**src/rtl/wdog_pkg.sv**
```systemverilog
package wdog_pkg;
  localparam int ADDR_W = 2;
  localparam int KEY_W  = 8;
  localparam logic [KEY_W-1:0] SERVICE_KEY = 8'h5C;

  typedef enum logic [ADDR_W-1:0] {
    SEL_CFG  = 2'd0,
    SEL_CNT  = 2'd1,
    SEL_KEY  = 2'd2,
    SEL_NONE = 2'd3
  } regSel_e;

  typedef struct packed {
    logic loadCount;       // service by direct count write
    logic storeReload;     // remember written count for key reloads
    logic reloadFromStore; // service by key match
    logic decrement;       // tick pulse
  } wdogStrobe_t;
endpackage

```
**src/rtl/wdog_ctrl.sv**
```systemverilog
module wdog_ctrl
  import wdog_pkg::*;
#(
  parameter int DATA_W = 16
) (
  input  logic              clk,
  input  logic              rstN,
  input  logic              wrEn,
  input  logic [ADDR_W-1:0] wrAddr,
  input  logic [DATA_W-1:0] wrData,
  input  logic              tick,
  output wdogStrobe_t       strobe,
  output logic              modeKey
);
  regSel_e sel;
  logic    cfgWrite;
  logic    cntWrite;
  logic    keyWrite;
  logic    keyHit;

  assign sel      = regSel_e'(wrAddr);
  assign cfgWrite = wrEn && (sel == SEL_CFG);
  assign cntWrite = wrEn && (sel == SEL_CNT);
  assign keyWrite = wrEn && (sel == SEL_KEY);
  assign keyHit   = (wrData[KEY_W-1:0] == SERVICE_KEY);

  always_ff @(posedge clk or negedge rstN) begin
    if (!rstN) begin
      modeKey <= 1'b0;
    end else if (cfgWrite) begin
      modeKey <= wrData[0];
    end
  end

  always_comb begin
    strobe                 = '0;
    strobe.storeReload     = cntWrite;
    strobe.loadCount       = cntWrite && !modeKey;
    strobe.reloadFromStore = keyWrite && modeKey && keyHit;
    strobe.decrement       = tick;
  end

  // Only one service source may be active in a cycle
  p_one_service_r11: assert property (@(posedge clk) disable iff (!rstN)
    $onehot0({strobe.loadCount, strobe.reloadFromStore}));
  // Key path is closed while the mode bit is clear
  p_key_blocked_r4: assert property (@(posedge clk) disable iff (!rstN)
    (keyWrite && !modeKey) |-> !strobe.reloadFromStore);
  // Count writes do not service while the mode bit is set
  p_cnt_no_service_r6: assert property (@(posedge clk) disable iff (!rstN)
    (cntWrite && modeKey) |-> !strobe.loadCount);
  // Mode bit changes only through a configuration write
  p_mode_stable_r2: assert property (@(posedge clk) disable iff (!rstN)
    !cfgWrite |=> $stable(modeKey));
endmodule

```
**src/rtl/wdog_datapath.sv**
```systemverilog
module wdog_datapath
  import wdog_pkg::*;
#(
  parameter int CNT_W  = 16,
  parameter int DATA_W = 16
) (
  input  logic              clk,
  input  logic              rstN,
  input  wdogStrobe_t       strobe,
  input  logic [DATA_W-1:0] wrData,
  output logic [CNT_W-1:0]  count,
  output logic              timeout
);
  localparam logic [CNT_W-1:0] CNT_MAX = '1;
  localparam logic [CNT_W-1:0] CNT_ONE = CNT_W'(1);

  logic [CNT_W-1:0] reloadReg;
  logic [CNT_W-1:0] countNext;
  logic             service;
  logic             hitZero;

  assign service = strobe.loadCount || strobe.reloadFromStore;
  assign hitZero = strobe.decrement && !service && (count == CNT_ONE);

  always_comb begin
    countNext = count;
    if (strobe.loadCount) begin
      countNext = wrData[CNT_W-1:0];
    end else if (strobe.reloadFromStore) begin
      countNext = reloadReg;
    end else if (strobe.decrement && (count != '0)) begin
      countNext = count - CNT_ONE;
    end
  end

  always_ff @(posedge clk or negedge rstN) begin
    if (!rstN) begin
      reloadReg <= CNT_MAX;
      count     <= CNT_MAX;
      timeout   <= 1'b0;
    end else begin
      if (strobe.storeReload) begin
        reloadReg <= wrData[CNT_W-1:0];
      end
      count   <= countNext;
      timeout <= hitZero;
    end
  end

  p_timeout_at_zero_r9: assert property (@(posedge clk) disable iff (!rstN)
    timeout |-> (count == '0));
  p_timeout_single_r9: assert property (@(posedge clk) disable iff (!rstN)
    timeout |=> !timeout);
  p_hold_zero_r10: assert property (@(posedge clk) disable iff (!rstN)
    ((count == '0) && !service) |=> ((count == '0) && !timeout));
  p_decrement_r8: assert property (@(posedge clk) disable iff (!rstN)
    (strobe.decrement && !service && (count != '0)) |=> (count == $past(count) - CNT_ONE));
  p_key_reload_r5: assert property (@(posedge clk) disable iff (!rstN)
    strobe.reloadFromStore |=> (count == $past(reloadReg)));
  p_idle_stable_r2: assert property (@(posedge clk) disable iff (!rstN)
    (!service && !strobe.decrement) |=> $stable(count));
endmodule

```
**src/rtl/wdog_service.sv**
```systemverilog
module wdog_service
  import wdog_pkg::*;
#(
  parameter int CNT_W  = 16,
  parameter int DATA_W = 16
) (
  input  logic              clk,
  input  logic              rstN,
  input  logic              wrEn,
  input  logic [ADDR_W-1:0] wrAddr,
  input  logic [DATA_W-1:0] wrData,
  input  logic              tick,
  output logic [CNT_W-1:0]  count,
  output logic              timeout
);
  wdogStrobe_t strobe;
  logic        modeKey;

  wdog_ctrl #(.DATA_W(DATA_W)) u_ctrl (
    .clk    (clk),
    .rstN   (rstN),
    .wrEn   (wrEn),
    .wrAddr (wrAddr),
    .wrData (wrData),
    .tick   (tick),
    .strobe (strobe),
    .modeKey(modeKey)
  );

  wdog_datapath #(.CNT_W(CNT_W), .DATA_W(DATA_W)) u_dp (
    .clk    (clk),
    .rstN   (rstN),
    .strobe (strobe),
    .wrData (wrData),
    .count  (count),
    .timeout(timeout)
  );
endmodule

```
**config.mk**
```make
export PLATFORM = sky130hd
export DESIGN_NAME = wdog_service
export DESIGN_NICKNAME = d
export VERILOG_FILES = /design/src/rtl/wdog_pkg.sv /design/src/rtl/wdog_ctrl.sv /design/src/rtl/wdog_datapath.sv /design/src/rtl/wdog_service.sv
export SDC_FILE = /design/constraint.sdc
export NUM_CORES = 1
export LEC_CHECK = 0
export CAP_MARGIN = 5
export CELL_PAD_IN_SITES_DETAIL_PLACEMENT = 1
export CELL_PAD_IN_SITES_GLOBAL_PLACEMENT = 2
export CORE_ASPECT_RATIO = 1.4
export CORE_MARGIN = 2
export CORE_UTILIZATION = 35
export CTS_BUF_LIST = sky130_fd_sc_hd__clkbuf_8
export DETAILED_ROUTE_END_ITERATION = 7
export GPL_TIMING_DRIVEN = 0
export PLACE_DENSITY_LB_ADDON = 0.1
export SYNTH_ARGS = -nofsm -noshare
export SYNTH_HDL_FRONTEND = slang
export SYNTH_SLANG_ARGS = --single-unit
```
**constraint.sdc**
```tcl
create_clock -name clk -period 2.9 [get_ports clk]
set_input_delay 0.435 -clock clk [delete_from_list [all_inputs] [get_ports clk]]
set_output_delay 0.435 -clock clk [all_outputs]
set_load 0.02 [all_outputs]
```
# Yosys cells after proc, flatten, opt, wreduce, memory -nomap -nowiden

Index checks and enable logic that the tools add are counted.

Register bits after elaboration: 34
Bits of input ports: 22
Output and inout bits: 17
Logic and storage cells: 27

Add/sub/neg operators: 1
Eq/ne operators: 4
Mux-type cells: 3
Reduce and logical (&&, ||, !) cells: 15

Operators by type and width:

| cell                  | number |
|---|---|
| $mux 16               | 3 |
| $eq 16x1->1 const B   | 1 |
| $reduce_bool 16->1    | 1 |
| $sub 16x1->16 const B | 1 |
| $logic_and 1x1->1     | 9 |
| $eq 8x7->1 const B    | 1 |
| $reduce_bool 3->1     | 1 |
| $eq 2x1->1 const B    | 1 |
| $eq 2x2->1 const B    | 1 |
| $logic_not 1->1       | 2 |
| $logic_not 2->1       | 1 |
| $logic_or 1x1->1      | 1 |

# Depth between registers and ports, before layout

Gate-level depths: netlist (run 1).

Depth in word-level cells: 8
Depth in mapped cells: 8
Gate-level depth less buffers: 7

# By module

From an unflattened synthesis (run 1), not the netlist that was laid out.

Cell total of the unflattened synthesis: 196
Area, all modules: 2001.9 um2

Modules (own cells, without submodules):

| module        | times used | cells an instance | area each (um2) | seq. area each (um2) |
|---|---|---|---|---|
| wdog_datapath | 1          | 185               | 1883.1          | 865.8 |
| wdog_ctrl     | 1          | 11                | 118.9           | 25.0 |

# Worst setup path after synthesis (run 1)

Ideal clock, no wire load.

Path type: reg-to-reg
Start: register u_dp.count[0]
End: register u_dp.count[3]
Setup time: 77 ps
Arrival time: 1884 ps
Data required time: 2823 ps
Slack: 939 ps
Stages on the path, launching flop included: 9
Buffers on the path: 1
Period minus slack after synthesis: 1961 ps
Path through: dfstp_2 inv_1 ha_1 nor3b_4 and4_1 o21ai_2 buf_2 nor2_1 a31oi_1

Word-level cells in the longest chain between the ends: 4
Elaborated cells on any way between the ends: 7
Those cells by class: 1 x add/sub; 3 x mux; 3 x reduce/logical

RTL lines:

| element                  | line                | source |
|---|---|---|
| start: declaration       | wdog_datapath.sv:11 | `output logic [CNT_W-1:0] count,` |
| start signal: assignment | wdog_datapath.sv:45 | `count <= countNext;` |
| $sub 16x1->16            | wdog_datapath.sv:32 | `countNext = count - CNT_ONE;` |
| $mux 16                  | wdog_datapath.sv:31 | `end else if (strobe.decrement && (count != '0)) begin` |
| $mux 16                  | wdog_datapath.sv:29 | `end else if (strobe.reloadFromStore) begin` |
| $mux 16                  | wdog_datapath.sv:27 | `if (strobe.loadCount) begin` |

Several ways; a longest one is shown, not always the timed one. The select of a mux whose other input is x is not followed.
A chain may end at the register's enable or synchronous reset.

# Final worst setup path (run 1)

Start: input port wrAddr[0]
End: register u_dp.count[8]

Word-level cells in the longest chain between the ends: 6
Elaborated cells on any way between the ends: 10
Those cells by class: 2 x eq/ne; 2 x mux; 6 x reduce/logical

RTL lines:

| element                         | line                | source |
|---|---|---|
| start: declaration              | wdog_service.sv:10  | `input logic [ADDR_W-1:0] wrAddr,` |
| $eq 2x2->1                      | wdog_ctrl.sv:24     | `assign keyWrite = wrEn && (sel == SEL_KEY);` |
| $logic_and 1x1->1               | wdog_ctrl.sv:24     |  |
| $logic_and 1x1->1 (2 in series) | wdog_ctrl.sv:39     | `strobe.reloadFromStore = keyWrite && modeKey && keyHit;` |
| $mux 16                         | wdog_datapath.sv:29 |  |
| $mux 16                         | wdog_datapath.sv:27 |  |

Several ways; a longest one is shown, not always the timed one.

==> results of run 1 <==
power groups by stage:
stage	combinational, mW	clock [mW]	sequential, mW
2_1_floorplan	0.325	0	0.899
3_3_place_gp	0.652	0	0.835
3_5_place_dp	0.667	0	0.848
4_1_cts	0.669	0.346	0.841
5_1_grt	0.724	0.364	0.866
6_report	0.661	0.331	0.841
kinds of logic after synthesis:
| logic type | after synthesis | synth area share |
|---|---|---|
| XOR/XNOR | 10 | 0.0436 |
| multiplexers | 18 | 0.100 |
| AO/OA/AOI/OAI | 47 | 0.160 |
| buffers and inverters | 14 | 0.0380 |
| flip-flops | 34 | 0.444 |
| adder cells (fa/ha/maj) | 2 | 0.0125 |
| AND/OR/NAND/NOR | 67 | 0.202 |
metal layers:
metal / part of all wire / vias to the layer above
li1: - / 798
met1: 0.44 / 873
met2: 0.49 / 46
met3: 0.041 / 10
met4: 0.026 / 0
met5: 0 / -
flip-flops by register name, indices dropped and copies added, names as in the netlist:
name	flops
u_dp.count	16
u_dp.reloadReg	16
u_ctrl.modeKey	1
u_dp.timeout	1
per-stage QoR:
stage	utilization	hold slack, ns	instances	area (um2)	worst slack (ns)
floorplan	-	0.139	192	2010	0.939
global placement	0.447	0.524	298	2470	0.434
detailed placement	0.447	0.537	298	2470	0.405
CTS	0.461	0.243	306	2550	0.692
global route	0.461	0.276	306	2550	0.505
finish	0.461	0.226	306	2550	0.677
layout make-up:
| cell class | instances | area, um2 | share of cell area |
|---|---|---|---|
| Tap cell | 68 | 85.1 | 0.0334 |
| Timing Repair Buffer | 38 | 375 | 0.147 |
| Clock inverter | 3 | 11.3 | 0.00442 |
| Multi-Input combinational cell | 144 | 1040 | 0.408 |
| Sequential cell | 34 | 891 | 0.350 |
| Inverter | 3 | 11.3 | 0.00442 |
| Clock buffer | 5 | 68.8 | 0.0270 |
| Buffer | 11 | 65.1 | 0.0255 |
worst register-to-register path, delay by kind of cell (launching register included):
kind	cells	cell delay (ns)
flops	1	0.62
simple gates	3	0.51
compound gates	2	0.38
fa+ha+maj	1	0.23
buf+inv	2	0.35
synthesized netlist by cell type, types with 2 or more instances:
cell      number  share of area
o22ai_1        2         0.0062
a21oi_1       11          0.027
xnor2_1        4          0.017
nor2_1        17          0.032
a31oi_1        5          0.016
a211o_1        2         0.0087
buf_6          2          0.011
dfstp_2       32           0.42
and4bb_2       3          0.019
buf_2          4          0.010
nand2_1       19          0.036
o22a_1         7          0.031
dfrtp_1        2          0.025
inv_1          3         0.0056
xor2_1         6          0.026
o21ai_0        6          0.015
a211oi_1       2         0.0075
a21oi_2        2         0.0087
mux2_2        17          0.095
nand4_1        5          0.016
nor4_1         2         0.0062
o211ai_1       4          0.015
ha_1           2          0.012
clkbuf_1       3         0.0056
nand3_1        6          0.015
worst max-delay path by stage:
stage	slack, ns	endpoint
floorplan	0.94	u_dp.count[3]
detailed placement	0.40	u_dp.count[8]
global placement	0.43	u_dp.count[8]
CTS	0.69	u_dp.count[8]
global route	0.50	u_dp.count[8]
finish	0.68	u_dp.count[8]
==> metrics.yaml, run 1 <==
status: "finished, final reports clean"
yosysWarnings: 0
rows: 32
io_pins: 39
syn-cell-area_um2: 2010
core_area_um2: 5530
worstHoldPathType: "in2async"
synth.distinct_cells: 49
final_layout_size_suffix_gt1_frac: 0.311
rsz0062_at_grt: "false"
cts_inserted_buffers: 5
die_w_um: 68
clk_pin_slew_ns: 0.07
path_cells: "clkdlybuf4s50_1 > and4b_1 > nand3_1 > clkbuf_1 > nand2_1 > a311oi_1 > a21oi_1"
route.detailed.drc: 0
pwr-share-clk: 0.181
fmax_mhz: 450
drt_wl_total_um: 5660
cts_tree: "yes"
drt-initial-drc-count: 68
diodes: 0
synth_flop_cell: "dfstp_2"
ff2ff_path_depth: 8
p_comb_frac: 0.361
worstSetupPathDepth: 7
dp_hpwl_um: 4150
r2r_setup_slack_ns: 0.75
crit_type: "in2reg"
grt.overflow.total: 0
cts_buffer_depth: 2
intPower_mw: 1.19
async_reset_ff_frac: 1.00
worstPathRequired_ns: 3.12
seqPwrFrac: 0.459
ys_seq_area_frac: 0.444
synth_nets: 216
power.total_mw: 1.83
min_period_ns: 2.22
met1_usage: 0.256
die-area_um2: 6360
post_cts_buffers: 0
syn2layout_area_growth_pct: 26.9
wire_per_inst_um: 18.5
cts_root_buf: "clkbuf_8"
ir_drop_mv: 0.267
cts.sinks: 34
powerDensity_nw_per_um2: 720
use_met2: 0.324
postRouteAntennaNets: 0
critical_path.startpoint: "wrAddr[0]"
netlist_instances: 192
fin_worst_skew_ns: 0.00749
avgViaCountPerCell: 5.64
power.leakage_nw: 0.960
ctsResizeCount: 0
cp-end-kind: "register"
final-hold-violation-count: 0
cp_top_family: "buffers and inverters"
max_stage_delay_ns: 0.56
setup_violations: 0
drv_cap: 0
grt_antenna_before_repair: 0
groute.usage.overall: 0.198
worstPathBufferInverterCount: 2
die_y_um: 93.6
ys_seq_elements: 34
grt_pass1_wl_um: 9260
finalCritPeriodShare: 0.767
setup_tns_ns: 0
start_util: 0.363
slew_viol_final: 0
reg2reg_to: "u_dp.count[3]"
arrival_ns: 2.44
io_buffers: 38
worst-path-max-fanout: 10
critPathSlowestCell: "clkdlybuf4s50_1"
worstMarginPinSlew_ns: 0.789
grt_pass1_vias: 1835
h-tree-depth: 2
final_cell_mix: "37 x clkdlybuf4s50_1, 32 x dfstp_2, 19 x nand2_1, 17 x nor2_1, 17 x mux2_2"
switchingPower_mw: 0.647
worstSkewPairLatency_ns: 0.29
fillCellCount: 629
drt_pre_antenna_iters: 4
worstSetupStartpointType: "primary input"
synth_edf_count: 0
vias: 1727
grt_busiest_layer: "met2"
maxSlewHeadroom: 0.474
reg2reg_from: "u_dp.count[0]"
globalRouteMet3Util: 0.0349
nets: 261
swShare: 0.353
grt_max_degree: 35
gp_congestion: 0.817
synth_area_per_cell_um2: 10.5
cts_hold_buffers: 0
final_common_cell: "clkdlybuf4s50_1"
Note: power is estimated with default switching activity, not from simulation.
==> run 2, diff against run 1 <==
--- a/config.mk
+++ b/config.mk
@@ -10,7 +10,7 @@
 export CELL_PAD_IN_SITES_GLOBAL_PLACEMENT = 2
 export CORE_ASPECT_RATIO = 1.4
 export CORE_MARGIN = 2
-export CORE_UTILIZATION = 35
+export CORE_UTILIZATION = 34
 export CTS_BUF_LIST = sky130_fd_sc_hd__clkbuf_8
 export DETAILED_ROUTE_END_ITERATION = 7
 export GPL_TIMING_DRIVEN = 0
==> constraint.sdc (replaced) <==
create_clock -name clk -period 2.07 [get_ports clk]
set_input_delay 0.3105 -clock clk [delete_from_list [all_inputs] [get_ports clk]]
set_output_delay 0.3105 -clock clk [all_outputs]
set_load 0.02 [all_outputs]
==> run 2 against run 1 <==
Against the previous run: non-clock buffer count rose by 7; sequential power rose by 38%; sequential share of layout area fell by 1.0 points; total power rose by 47%; critical path type unchanged; largest power group unchanged; highest routed layer unchanged.
==> metrics.yaml, run 2 (same netlist as run 1, synthesis figures left out) <==
drt_pre_antenna_iters: 4  # unchanged
drt-initial-drc-count: 43  # was 68
path_cells: "clkdlybuf4s50_1 > and4b_1 > a31oi_1 > o21ai_4 > buf_6 > o22a_1"  # was clkdlybuf4s50_1 > and4b_1 > nand3_1 > clkbuf_1 > nand2_1 > a311oi_1 > a21oi_1
min_period_ns: 2.02
final_util: 0.454  # was 0.461
worstMarginPinSlew_ns: 0.766  # was 0.789 ns
grt_pass1_vias: 1829  # was 1,835
reg_top3: "u_dp.count: 16 flops, u_dp.reloadReg: 16 flops"  # unchanged
wl_met3_um: 182  # was 230 um
nets: 268  # was 261
final_layout_size_suffix_gt1_frac: 0.343  # was 0.311
slew_viol_final: 0  # unchanged
worstSkewPairLatency_ns: 0.29  # about the same
syn2layout_area_growth_pct: 30.8  # was 26.9%
fin_worst_skew_ns: 0.00365  # was 0.00749 ns
cts_root_buf: "clkbuf_8"  # unchanged
cp_top_family: "compound AO/OA/AOI/OAI gates"  # was buffers and inverters
io_pins: 39  # unchanged
setup_tns_ns: 0  # unchanged
grt.overflow.total: 0  # unchanged
gp_congestion: 0.788  # was 0.817
fmax_mhz: 496
worstPathBufferInverterCount: 2  # unchanged
start_util: 0.347  # was 0.363
worstPathRequired_ns: 2.29  # was 3.12 ns
route.detailed.drc: 0  # unchanged
critPathSlowestCell: "a31oi_1"  # was clkdlybuf4s50_1
routed-wl-met2_um: 3010  # was 2790 um
die_y_um: 94.9  # was 93.6 um
power.total_mw: 2.69  # was 1.83 mW
worstSetupStartpointType: "primary input"  # unchanged
maxSlewHeadroom: 0.489  # was 0.474
h-tree-depth: 2  # unchanged
clk_pin_slew_ns: 0.07  # about the same
die-area_um2: 6540  # was 6360 um2
worstHoldPathType: "in2async"  # unchanged
avgViaCountPerCell: 5.52  # was 5.64
wire_per_inst_um: 18.4  # was 18.5 um
status: "finished, final reports clean"  # unchanged
drt_wl_total_um: 5780  # was 5660 um
die_w_um: 68.9  # was 68 um
postRouteAntennaNets: 0  # unchanged
ir_drop_mv: 0.367  # was 0.267 mV
powerDensity_nw_per_um2: 1030  # was 720 nW/um2
power.leakage_nw: 1.00  # was 0.960 nW
top_layer: "met4"  # unchanged
cts.sinks: 34  # unchanged
setup_violations: 0  # unchanged
cts_tree: "yes"  # unchanged
core_area_um2: 5780  # was 5530 um2
finalCritPeriodShare: 0.974
grt_antenna_before_repair: 0  # unchanged
final_common_cell: "clkdlybuf4s50_1"  # unchanged
final_cell_mix: "37 x clkdlybuf4s50_1, 32 x dfstp_2, 19 x nand2_1, 17 x nor2_1, 17 x mux2_2"  # unchanged
vias: 1740  # was 1,727
max_stage_delay_ns: 0.57  # was 0.56 ns
diodes: 0  # unchanged
drv_cap: 0  # unchanged
grt_max_degree: 35  # unchanged
fillCellCount: 678  # was 629
final-hold-violation-count: 0  # unchanged
worst-path-max-fanout: 10  # unchanged
io_buffers: 38  # unchanged
arrival_ns: 2.23  # was 2.44 ns
rows: 33  # was 32
crit_type: "in2reg"  # unchanged
groute.usage.overall: 0.202  # was 0.198
cts_inserted_buffers: 5  # unchanged
dp_hpwl_um: 4200  # was 4150 um
wl_met1_um: 2500  # was 2490 um
cp-end-kind: "register"  # unchanged
cts_buffer_depth: 2  # unchanged
grt_pass1_wl_um: 9510  # was 9260 um
## run 2: cell types whose count changed in the layout (fill, tap and decap cells not counted)
cell	before	now
o21ai_4	0	1
inv_1	6	4
clkbuf_1	3	2
buf_2	5	4
clkbuf_8	5	6
o21ai_2	1	0
buf_4	1	9
clkinv_2	0	1
clkbuf_2	0	1
## run 2: final timing paths
check                                   start              to  slack [ns]  depth (start not counted)
worst max-delay path                wrAddr[0]   u_dp.count[4]        0.05                          6
worst min-delay path                     rstN    u_dp.timeout         0.1                          1
worst max register to register  u_dp.count[0]  u_dp.count[13]        0.08                          7
worst min register to register  u_dp.count[1]   u_dp.count[1]        0.54                          2
max in group asynchronous                rstN  u_ctrl.modeKey        1.49                          1
min in group clk                u_dp.count[1]   u_dp.count[1]        0.54                          2
## run 2: cell type report
cell class	count	area, um2	area share
sequential	34	891	0.339
tap	70	87.6	0.0334
timing repair buffer	45	428	0.163
inverter	3	11.3	0.00429
multi-input combinational	144	1050	0.399
clock buffer	6	82.6	0.0315
clock inverter	2	8.76	0.00334
buffer	11	68.8	0.0262
## run 2: worst reg2reg max path, cell delays in order, from the launching register on
cell	delay (ns)
dfstp_2	0.59
inv_1	0.06
ha_1	0.22
nor3b_4	0.18
and4_1	0.25
o21a_1	0.24
a211o_1	0.26
a21oi_2	0.13
## run 2: timing repair
action,in CTS,in global routing
buffers inserted,3,4
gates resized for setup,3,0
hold buffers,0,0
setup endpoints to repair,14,11
## run 2: metrics by stage
step	instance area (um2)	hold slack, ns	std cells	setup WS (ns)
2_1_floorplan	2010	0.0149	192	0.109
3_3_place_gp	2470	0.523	300	-0.277
3_5_place_dp	2470	0.434	300	-0.296
4_1_cts	2590	0.129	311	0.0245
5_1_grt	2630	0.143	315	-0.00449
6_report	2630	0.0990	315	0.0532
## run 2: routing by layer
| metal | vias up | GRT usage |
|---|---|---|
| met4 | 0 | 0.0686 |
| met5 | - | 0 |
| met2 | 36 | 0.342 |
| met1 | 883 | 0.255 |
| li1 | 815 | - |
| met3 | 6 | 0.0358 |
## run 2: power breakdown
group / total [mW] / internal, mW / switching, mW
Clock: 0.512 / 0.264 / 0.248
Sequential: 1.16 / 0.949 / 0.212
Combinational: 1.02 / 0.547 / 0.472
